<file path="src/rtl/amo_pkg.sv">
package amo_pkg;

   localparam int OP_BITS = 3;

   typedef enum logic [OP_BITS-1:0] {
      AMO_LOAD  = 3'd0,
      AMO_STORE = 3'd1,
      AMO_SWAP  = 3'd2,
      AMO_TAS   = 3'd3,
      AMO_FINC  = 3'd4
   } amo_op_e;

   typedef enum logic {
      PH_READ  = 1'b0,
      PH_WRITE = 1'b1
   } amo_phase_e;

endpackage

</file>
<file path="src/rtl/amo_rr_arbiter.sv">
module amo_rr_arbiter #(
   parameter int NPORTS = 4,
   localparam int IW = (NPORTS > 1) ? $clog2(NPORTS) : 1
) (
   input  logic              clk,
   input  logic              rst_n,
   input  logic [NPORTS-1:0] req,
   input  logic              advance,
   output logic [NPORTS-1:0] grant,
   output logic [IW-1:0]     grant_idx,
   output logic              any
);

   logic [IW-1:0] ptr_q;

   always_comb begin
      grant     = '0;
      grant_idx = '0;
      any       = 1'b0;
      for (int k = 0; k < NPORTS; k++) begin
         int c;
         c = int'(ptr_q) + k;
         if (c >= NPORTS) c = c - NPORTS;
         if (!any && req[c]) begin
            any       = 1'b1;
            grant[c]  = 1'b1;
            grant_idx = IW'(c);
         end
      end
   end

   always_ff @(posedge clk or negedge rst_n) begin
      if (!rst_n) begin
         ptr_q <= '0;
      end else if (advance && any) begin
         if (int'(grant_idx) == NPORTS - 1) ptr_q <= '0;
         else                               ptr_q <= grant_idx + IW'(1);
      end
   end

endmodule

</file>
<file path="src/rtl/amo_modify.sv">
module amo_modify
   import amo_pkg::*;
#(
   parameter int WIDTH = 16
) (
   input  logic [OP_BITS-1:0] op,
   input  logic [WIDTH-1:0]   old_val,
   input  logic [WIDTH-1:0]   operand,
   output logic [WIDTH-1:0]   new_val,
   output logic               write_en
);

   always_comb begin
      new_val  = old_val;
      write_en = 1'b0;
      case (op)
         AMO_STORE, AMO_SWAP: begin
            new_val  = operand;
            write_en = 1'b1;
         end
         AMO_TAS: begin
            new_val  = WIDTH'(1);
            write_en = 1'b1;
         end
         AMO_FINC: begin
            new_val  = old_val + WIDTH'(1);
            write_en = 1'b1;
         end
         default: begin
            new_val  = old_val;
            write_en = 1'b0;
         end
      endcase
   end

endmodule

</file>
<file path="src/rtl/amo_word_store.sv">
module amo_word_store #(
   parameter int WIDTH          = 16,
   parameter int ADDR_W         = 4,
   parameter bit CLEAR_ON_RESET = 1'b1,
   localparam int DEPTH = 1 << ADDR_W
) (
   input  logic              clk,
   input  logic              rst_n,
   input  logic              en,
   input  logic              we,
   input  logic [ADDR_W-1:0] addr,
   input  logic [WIDTH-1:0]  wdata,
   output logic [WIDTH-1:0]  rdata
);

   logic [WIDTH-1:0] mem_q [DEPTH];

   generate
      if (CLEAR_ON_RESET) begin : g_clear
         always_ff @(posedge clk or negedge rst_n) begin
            if (!rst_n) begin
               for (int i = 0; i < DEPTH; i++) mem_q[i] <= '0;
            end else if (en && we) begin
               mem_q[addr] <= wdata;
            end
         end
      end else begin : g_noclear
         always_ff @(posedge clk) begin
            if (en && we) mem_q[addr] <= wdata;
         end
      end
   endgenerate

   always_ff @(posedge clk or negedge rst_n) begin
      if (!rst_n)            rdata <= '0;
      else if (en && !we)    rdata <= mem_q[addr];
   end

endmodule

</file>
<file path="src/rtl/amo_rmw_unit.sv">
module amo_rmw_unit
   import amo_pkg::*;
#(
   parameter int NPORTS         = 4,
   parameter int WIDTH          = 16,
   parameter int ADDR_W         = 4,
   parameter bit CLEAR_ON_RESET = 1'b1
) (
   input  logic                       clk,
   input  logic                       rst_n,
   input  logic [NPORTS-1:0]          req_valid,
   input  logic [OP_BITS*NPORTS-1:0]  req_op,
   input  logic [ADDR_W*NPORTS-1:0]   req_addr,
   input  logic [WIDTH*NPORTS-1:0]    req_data,
   output logic [NPORTS-1:0]          done,
   output logic [WIDTH*NPORTS-1:0]    rsp_data
);

   localparam int IW = (NPORTS > 1) ? $clog2(NPORTS) : 1;

   generate
      if (NPORTS < 2)  begin : g_bad_ports $error("amo_rmw_unit: NPORTS must be at least 2"); end
      if (WIDTH < 2)   begin : g_bad_width $error("amo_rmw_unit: WIDTH must be at least 2"); end
      if (ADDR_W < 1)  begin : g_bad_addr  $error("amo_rmw_unit: ADDR_W must be at least 1"); end
   endgenerate

   amo_phase_e            phase_q;
   logic [NPORTS-1:0]     done_q;
   logic [WIDTH-1:0]      rsp_q [NPORTS];

   logic [IW-1:0]         cur_port_q;
   logic [OP_BITS-1:0]    cur_op_q;
   logic [ADDR_W-1:0]     cur_addr_q;
   logic [WIDTH-1:0]      cur_data_q;

   logic [NPORTS-1:0]     eligible;
   logic [NPORTS-1:0]     grant_vec;
   logic [IW-1:0]         grant_idx;
   logic                  grant_any;
   logic                  take;

   logic [OP_BITS-1:0]    sel_op;
   logic [ADDR_W-1:0]     sel_addr;
   logic [WIDTH-1:0]      sel_data;

   logic                  mem_en;
   logic                  mem_we;
   logic [ADDR_W-1:0]     mem_addr;
   logic [WIDTH-1:0]      mem_wdata;
   logic [WIDTH-1:0]      mem_rdata;
   logic                  mod_we;
   logic [WIDTH-1:0]      mod_val;
   logic                  phase_is_write;

   // a port whose completion is showing this cycle is not re-admitted yet
   assign eligible       = req_valid & ~done_q;
   assign phase_is_write = (phase_q == PH_WRITE);
   assign take           = !phase_is_write && grant_any;

   amo_rr_arbiter #(.NPORTS(NPORTS)) u_arb (
      .clk       (clk),
      .rst_n     (rst_n),
      .req       (phase_is_write ? '0 : eligible),
      .advance   (take),
      .grant     (grant_vec),
      .grant_idx (grant_idx),
      .any       (grant_any)
   );

   always_comb begin
      sel_op   = req_op  [grant_idx*OP_BITS +: OP_BITS];
      sel_addr = req_addr[grant_idx*ADDR_W  +: ADDR_W];
      sel_data = req_data[grant_idx*WIDTH   +: WIDTH];
   end

   amo_modify #(.WIDTH(WIDTH)) u_mod (
      .op       (cur_op_q),
      .old_val  (mem_rdata),
      .operand  (cur_data_q),
      .new_val  (mod_val),
      .write_en (mod_we)
   );

   always_comb begin
      if (phase_is_write) begin
         mem_en    = mod_we;
         mem_we    = mod_we;
         mem_addr  = cur_addr_q;
         mem_wdata = mod_val;
      end else begin
         mem_en    = take;
         mem_we    = 1'b0;
         mem_addr  = sel_addr;
         mem_wdata = '0;
      end
   end

   amo_word_store #(
      .WIDTH          (WIDTH),
      .ADDR_W         (ADDR_W),
      .CLEAR_ON_RESET (CLEAR_ON_RESET)
   ) u_mem (
      .clk   (clk),
      .rst_n (rst_n),
      .en    (mem_en),
      .we    (mem_we),
      .addr  (mem_addr),
      .wdata (mem_wdata),
      .rdata (mem_rdata)
   );

   always_ff @(posedge clk or negedge rst_n) begin
      if (!rst_n) begin
         phase_q    <= PH_READ;
         cur_port_q <= '0;
         cur_op_q   <= '0;
         cur_addr_q <= '0;
         cur_data_q <= '0;
         done_q     <= '0;
      end else begin
         done_q <= '0;
         if (phase_is_write) begin
            phase_q <= PH_READ;
            done_q  <= NPORTS'(1) << cur_port_q;
         end else if (take) begin
            phase_q    <= PH_WRITE;
            cur_port_q <= grant_idx;
            cur_op_q   <= sel_op;
            cur_addr_q <= sel_addr;
            cur_data_q <= sel_data;
         end
      end
   end

   generate
      for (genvar p = 0; p < NPORTS; p++) begin : g_rsp
         always_ff @(posedge clk or negedge rst_n) begin
            if (!rst_n)                                   rsp_q[p] <= '0;
            else if (phase_is_write && int'(cur_port_q) == p) rsp_q[p] <= mem_rdata;
         end
         assign rsp_data[p*WIDTH +: WIDTH] = rsp_q[p];
      end
   endgenerate

   assign done = done_q;

endmodule

</file>
<file path="config.mk">
export PLATFORM = sky130hd
export DESIGN_NAME = amo_rmw_unit
export DESIGN_NICKNAME = d
export VERILOG_FILES = /design/src/rtl/amo_pkg.sv /design/src/rtl/amo_rr_arbiter.sv /design/src/rtl/amo_modify.sv /design/src/rtl/amo_word_store.sv /design/src/rtl/amo_rmw_unit.sv
export SDC_FILE = /design/constraint.sdc
export NUM_CORES = 1
export LEC_CHECK = 0
export BUFFER_PORTS_ARGS = -buffer_cell sky130_fd_sc_hd__buf_2
export CAP_MARGIN = 10
export CORE_ASPECT_RATIO = 0.7
export CORE_UTILIZATION = 45
export CTS_CLUSTER_SIZE = 10
export DETAILED_ROUTE_END_ITERATION = 8
export GPL_ROUTABILITY_DRIVEN = 0
export GPL_TIMING_DRIVEN = 1
export SYNTH_ARGS = -nofsm -noshare
export SYNTH_HDL_FRONTEND = slang
export SYNTH_SLANG_ARGS = --single-unit
</file>
<file path="constraint.sdc">
create_clock -name clk -period 8.9 [get_ports clk]
set_input_delay 1.78 -clock clk [delete_from_list [all_inputs] [get_ports clk]]
set_output_delay 1.78 -clock clk [all_outputs]
set_load 0.1 [all_outputs]
</file>
### After elaboration in Yosys (flattened, before gate mapping)

Cells that the tools add are included.

| storage, ports and cells | value |
|---|---|
| bits in registers | 368 |
| output and inout port bits | 68 |

| operators by class | value |
|---|---|
| add/sub/neg operators | 9 |
| $mul | 1 |
| magnitude comparators | 10 |
| equal/unequal tests | 8 |
| shift operators | 4 |
| multiplexer cells | 41 |
| bitwise operators | 4 |
| reduce and logical (&&, ||, !) cells | 21 |

Operators by type and width:

| operator | number |
|---|---|
| bitwise mux 256 bit | 1 |
| < comparator 32 x 4 -> 1 bit, second input constant | 4 |
| 2-to-1 mux 32 bit | 4 |
| greater-or-equal comparator 32 x 4 -> 1 bit, second input constant | 3 |
| subtractor 32 x 4 -> 32 bit, second input constant | 3 |
| binary-select mux 16 bit (select 4 bit) | 1 |
| demux 16 bit (select 4 bit) | 1 |
| 2-to-1 mux 16 bit | 4 |
| variable part select 64 x 7 -> 16 bit | 1 |
| case mux 16 bit (3 select lines) | 1 |
| 2-to-1 mux 1 bit | 17 |
| adder 16 x 1 -> 16 bit, second input constant | 1 |
| variable part select 16 x 5 -> 4 bit | 1 |
| logical AND 1 bit | 12 |
| 2-to-1 mux 4 bit | 3 |
| variable part select 12 x 5 -> 3 bit | 1 |
| 2-to-1 mux 2 bit | 5 |
| binary-select mux 1 bit (select 2 bit) | 4 |
| adder 2 x 2 -> 3 bit, second input constant | 2 |
| == test 3 x 2 -> 1 bit, second input constant | 2 |
| greater-or-equal comparator 5 bit, second input constant | 1 |
| zero test 1 bit | 5 |
| < comparator 5 x 1 -> 1 bit, second input constant | 1 |
| inverter 4 -> 5 bit | 1 |
| other kinds (17) | 19 |

### Longest topological paths before layout

| logic depth | value |
|---|---|
| word-level depth | 24 |
| mapped depth | 12 |
| mapped depth without buffers | 9 |

### Hierarchy

Synthesis repeated with hierarchy kept, for this count alone.

| second synthesis, totals | value |
|---|---|
| cell total of the unflattened synthesis | 1290 |
| area total of the unflattened synthesis | 18068.6 um^2 |

Modules (own cells, without submodules):

| module | times used | cells each | area each (um^2) |
|---|---|---|---|
| amo_word_store | 1 | 854 | 12386.9 |
| amo_rmw_unit | 1 | 256 | 4330.4 |
| amo_modify | 1 | 125 | 814.5 |
| amo_rr_arbiter | 1 | 55 | 536.8 |

### Least setup slack after synthesis

OpenSTA, ideal clock, no wires.

| path | value |
|---|---|
| kind | input port to flip-flop |
| from | input req_valid[0] |
| to | register u_mem.mem_q[229] in the netlist's numbering |
| arrival | 4248 ps |
| required time | 8775 ps |
| slack | 4527 ps |
| cell stages on the path | 8 |
| path through | nor4b_2 -> a2111o_1 -> nor2_4 -> mux2i_1 -> o221ai_2 -> nor4_2 -> buf_2 -> mux2_2 |

| on the way | value |
|---|---|
| word-level cells in the longest chain between the ends | 23 |
| elaborated cells on any way between the ends | 40 |
| those cells by class | order compare (2); shift (1); mux (26); bitwise (2); reduce/logical (9) |

RTL lines:

| item | RTL line | RTL |
|---|---|---|
| start: declaration | amo_rmw_unit.sv:11 | `input logic [NPORTS-1:0] req_valid,` |
| AND 4 bit * | amo_rmw_unit.sv:56 | `assign eligible = req_valid & ~done_q;` |
| 2-to-1 mux 4 bit * | amo_rmw_unit.sv:63 | `.req (phase_is_write ? '0 : eligible),` |
| binary-select mux 1 bit (select 2 bit) | amo_rr_arbiter.sv:24 | `if (!any && req[c]) begin` |
| 2-to-1 mux 1 bit (not written as such) (2 in series) | amo_rr_arbiter.sv:24 |  |
| 2-to-1 mux 1 bit | amo_rr_arbiter.sv:24 |  |
| zero test 1 bit | amo_rr_arbiter.sv:24 |  |
| logical AND 1 bit | amo_rr_arbiter.sv:24 |  |
| 2-to-1 mux 1 bit | amo_rr_arbiter.sv:24 |  |
| [... 6 more ...] | - |  |
| variable part select 16 x 5 -> 4 bit | amo_rmw_unit.sv:72 | `sel_addr = req_addr[grant_idx*ADDR_W +: ADDR_W];` |
| 2-to-1 mux 4 bit | amo_rmw_unit.sv:85 | `if (phase_is_write) begin` |
| inverter 4 -> 5 bit (not written as such) | amo_word_store.sv:24 | `mem_q[addr] <= wdata;` |
| greater-or-equal comparator 5 bit (not written as such) / < comparator 5 x 1 -> 1 bit (equally long branches) | amo_word_store.sv:24 |  |
| logical AND 1 bit (not written as such) | amo_word_store.sv:24 |  |
| 2-to-1 mux 16 bit (not written as such) | amo_word_store.sv:24 |  |
| demux 16 bit (select 4 bit) | amo_word_store.sv:24 |  |
| bitwise mux 256 bit | amo_word_store.sv:24 |  |
| end signal: indexed assignment | amo_word_store.sv:24 |  |
| end: declaration | amo_word_store.sv:16 | `logic [WIDTH-1:0] mem_q [DEPTH];` |

Mark *: on every way between the ends. The rest lies on a longest branch, timed or not. The select of a mux whose other input is x is not followed.
A chain may end at the register's enable or synchronous reset.

### Worst setup path in the final report

| path | value |
|---|---|
| from | input req_valid[0] |
| to | register u_mem.rdata[13] |

| on the way | value |
|---|---|
| word-level cells in the longest chain between the ends | 21 |
| elaborated cells on any way between the ends | 37 |
| those cells by class | shift (1); mux (26); bitwise (2); reduce/logical (8) |

RTL lines:

| item | RTL line | RTL |
|---|---|---|
| AND 4 bit * | amo_rmw_unit.sv:56 |  |
| 2-to-1 mux 4 bit * | amo_rmw_unit.sv:63 |  |
| binary-select mux 1 bit (select 2 bit) | amo_rr_arbiter.sv:24 |  |
| 2-to-1 mux 1 bit (not written as such) (2 in series) | amo_rr_arbiter.sv:24 |  |
| 2-to-1 mux 1 bit | amo_rr_arbiter.sv:24 |  |
| zero test 1 bit | amo_rr_arbiter.sv:24 |  |
| logical AND 1 bit | amo_rr_arbiter.sv:24 |  |
| 2-to-1 mux 1 bit | amo_rr_arbiter.sv:24 |  |
| [... 3 more ...] | - |  |
| zero test 1 bit | amo_rr_arbiter.sv:24 |  |
| logical AND 1 bit | amo_rr_arbiter.sv:24 |  |
| 2-to-1 mux 2 bit | amo_rr_arbiter.sv:24 |  |
| variable part select 16 x 5 -> 4 bit | amo_rmw_unit.sv:72 |  |
| 2-to-1 mux 4 bit | amo_rmw_unit.sv:85 |  |
| inverter 4 -> 5 bit (not written as such) | amo_word_store.sv:36 | `else if (en && !we) rdata <= mem_q[addr];` |
| binary-select mux 16 bit (select 4 bit) | amo_word_store.sv:36 |  |
| 2-to-1 mux 16 bit (not written as such) (2 in series) | amo_word_store.sv:36 |  |
| end signal: assignment | amo_word_store.sv:36 |  |
| end: declaration | amo_word_store.sv:13 | `output logic [WIDTH-1:0] rdata` |

Marked as above.

==> run summary <==
CP peak stage delay: 0.69 ns
Final-report hold violation count: 0
# Max-Cap Violations: 0
CP max FO: 117
Input/output buffers: 165
Cell mode on critical path: buf_4
Final setup vio count: 0
Worst slack, placed: 3.17 ns
First-pass GRT wire length: 80500 um
Total Wirelength: 51600 um
Die height: 170 um
Compound-Gate Fraction of Synth Area: 0.122
Utilization after layout: 0.516
Post-route ant nets: 0
Simple-gate area share of the yosys netlist: 0.0879
Outcome: finished clean
Residual DRC: 0
Min Tclk post-route: 5.25 ns
Setup TNS: 0 ns
Cells along the critical path: buf_2, nor4b_2, a31oi_1, o2111ai_4, buf_4, a21oi_4, buf_4, nor3_2, buf_12, mux2i_1, a221oi_1, o311a_1
Hpwl dp: 34000 um
Htree depth: 2
Post-synthesis cell area: 18100 um2
Async S/R FF share, synth: 1.00
M1 GR Usage: 0.382
Layout cell share with drive strength beyond 1: 0.341
Yosys top cell area share: 0.509
Period utilization: 0.590
CTS clk-pin slew, worst paths: 0.06 ns
Initial antenna violation count: 2
Final nets: 1753
Largest family of logic cells by synthesized area: multiplexers
Crit path DAT: 5.73 ns
Clk Latency, worst-skew pair: 0.55 ns
Cts hold-fix bufs: 0
Syn avg cell area: 11.7 um2
Met2 Use GR: 0.368
Worst setup margin: 3.65 ns
Skew final: 0.0148 ns
RSZ-0062 raised after global routing: no
IO Count: 166
Pin count of the biggest net entering global routing: 118
CTS Root Cell: clkbuf_16
Slowest CP cell: nor3_2
Area growth, synth to finish: 13.0%
Worst slew pin tran: 1.18 ns
Synth warnings: 0
GRT met3 Usage: 0.0599
Type of the worst setup path: in2reg
Vias post-DR: 13200
GR peak layer: met1
CTS buffer count: 42
Synth Instances: 1549
Achievable Freq: 190 MHz
CTS tree: yes
Sequential fraction of the synthesis area: 0.509
Site row count: 61
1st-iter DRT viols: 1095
Post-Synth Adder-Cell Area: 0.000691
Post-CTS resize count: 0
Max-slew headroom: 0.210
Xor and xnor area share after synthesis: 0.00484
DR WL/cell: 23.6 um
Initial Utilization: 0.456
Slew Viols, Final: 0
Vias in the first global route: 13000
EDFF count, synth: 0
Crit start category: input pin
GRT Total Usage: 0.254
Top_reg_cell synth: dfrtp_1
Synth top area cells: dfrtp_1, mux2_2, mux2i_1
Critical Path RT: 9.38 ns
Num Clock Sinks: 368
Unique cell type count in the Yosys netlist: 66
Antenna cells: 0
Class of the worst hold path: reg2reg
Synth area leader: dfrtp_1
Total grt overflow: 0
Crit. End Element: flip-flop
Syn_nets: 1648
Setup Fix Bufs, Post-CTS: 0
Core area: 39700 um2
Pre-antenna DRT Iters: 9
Mux contribution to synthesized area: 0.240
Reg-to-reg slack, setup: 4.46 ns
Die Area: 41100 um2
Die X: 242 um
Via density per instance: 6.04
CTS Buffer Depth: 3
Register bit total from synthesis: 368
-- worst max-delay path, delay by kind of cell --
kind            cells  cell delay [ns]
mux                 1             0.17
buf+inv             4             1.38
compound gates      5             1.14
simple gates        2             1.04
-- flip-flops by register name, indices dropped and copies added (netlist names) --
signal	flops
rsp_data	64
u_mem.mem_q	256
cur_addr_q	4
u_arb.ptr_q	2
phase_is_write	1
cur_port_q	2
cur_op_q	3
done	4
cur_data_q	16
u_mem.rdata	16
-- routing by layer --
layer	vias to the layer above	routed length (um)
met5	-	0
met4	0	855
met3	73	3910
met2	465	22200
met1	6862	24700
li1	5834	-
-- worst paths after layout --
check / start / to / cells past startpoint
min: rsp_data[28]$_DFFE_PN0P_ / rsp_data[28]$_DFFE_PN0P_ / 2
max reg2reg: u_arb.ptr_q[1]$_DFFE_PN0P_ / u_mem.rdata[13]$_DFFE_PN0P_ / 11
min reg2reg: rsp_data[28]$_DFFE_PN0P_ / rsp_data[28]$_DFFE_PN0P_ / 2
max in group asynchronous: rst_n / u_mem.mem_q[68]$_DFFE_PN0P_ / 2
min in group asynchronous: rst_n / rsp_data[11]$_DFFE_PN0P_ / 1
max: req_valid[0] / u_mem.rdata[13]$_DFFE_PN0P_ / 12
-- stage by stage --
stage / instances / instance area [um2] / hold slack [ns]
final: 2191 / 20500 / 0.467
after global routing: 2191 / 20500 / 0.498
after CTS: 2189 / 20400 / 0.472
after detailed placement: 2143 / 19400 / 0.459
after global placement: 2141 / 19300 / 0.454
after floorplan: 1549 / 18100 / 0.448
-- area by class of cell --
class                   instances  area [um2]
flip-flops and latches        368        9210
clock inverters                 1        8.76
inverters                       9        33.8
well taps                     535         669
multi-input cells            1031        8320
fillers                      3479       19200
clock buffers                  45        1080
repair buffers                202        1140
-- cells in the final DEF (no fill, tap or decap), drive strengths merged, types with 4 or more instances in the layout --
| master | instances |
|---|---|
| dfrtp | 368 |
| mux2 | 292 |
| nand2 | 228 |
| buf | 202 |
| mux2i | 88 |
| nor2 | 48 |
| a211oi | 48 |
| o31a | 46 |
| clkbuf | 45 |
| a221oi | 36 |
| a21oi | 33 |
| nand3 | 23 |
| o21ai | 21 |
| o221ai | 18 |
| o21bai | 16 |
| nor3 | 16 |
| a311oi | 14 |
| o311a | 13 |
| and3 | 12 |
| xnor2 | 8 |
| inv | 8 |
| nand2b | 6 |
| a31oi | 6 |
| o211a | 6 |
| nor2b | 4 |
| a22o | 4 |
-- synth_stat cells, types with 7 or more instances --
library cell	count
mux2_2	252
nand2_1	224
o31a_1	45
clkbuf_1	97
a311oi_1	14
and3_1	12
a211oi_1	48
nor3_1	14
dfrtp_1	368
nand3_1	23
a221oi_1	36
o21bai_1	16
o311a_1	13
buf_6	7
o221ai_1	17
a21oi_1	33
nor2_1	47
xnor2_1	8
buf_2	23
mux2_4	40
buf_1	9
mux2i_1	88
inv_1	7
o21ai_0	21
-- logic make-up after synthesis --
family | after synthesis
multiplexers | 381
AO/OA/AOI/OAI | 280
adder cells (fa/ha/maj) | 1
flip-flops | 368
AND/OR/NAND/NOR | 359
buffers and inverters | 150
XOR/XNOR | 10
Power is not shown: default switching activity piles up to over one toggle a cycle in this logic, so the estimate is an artifact.
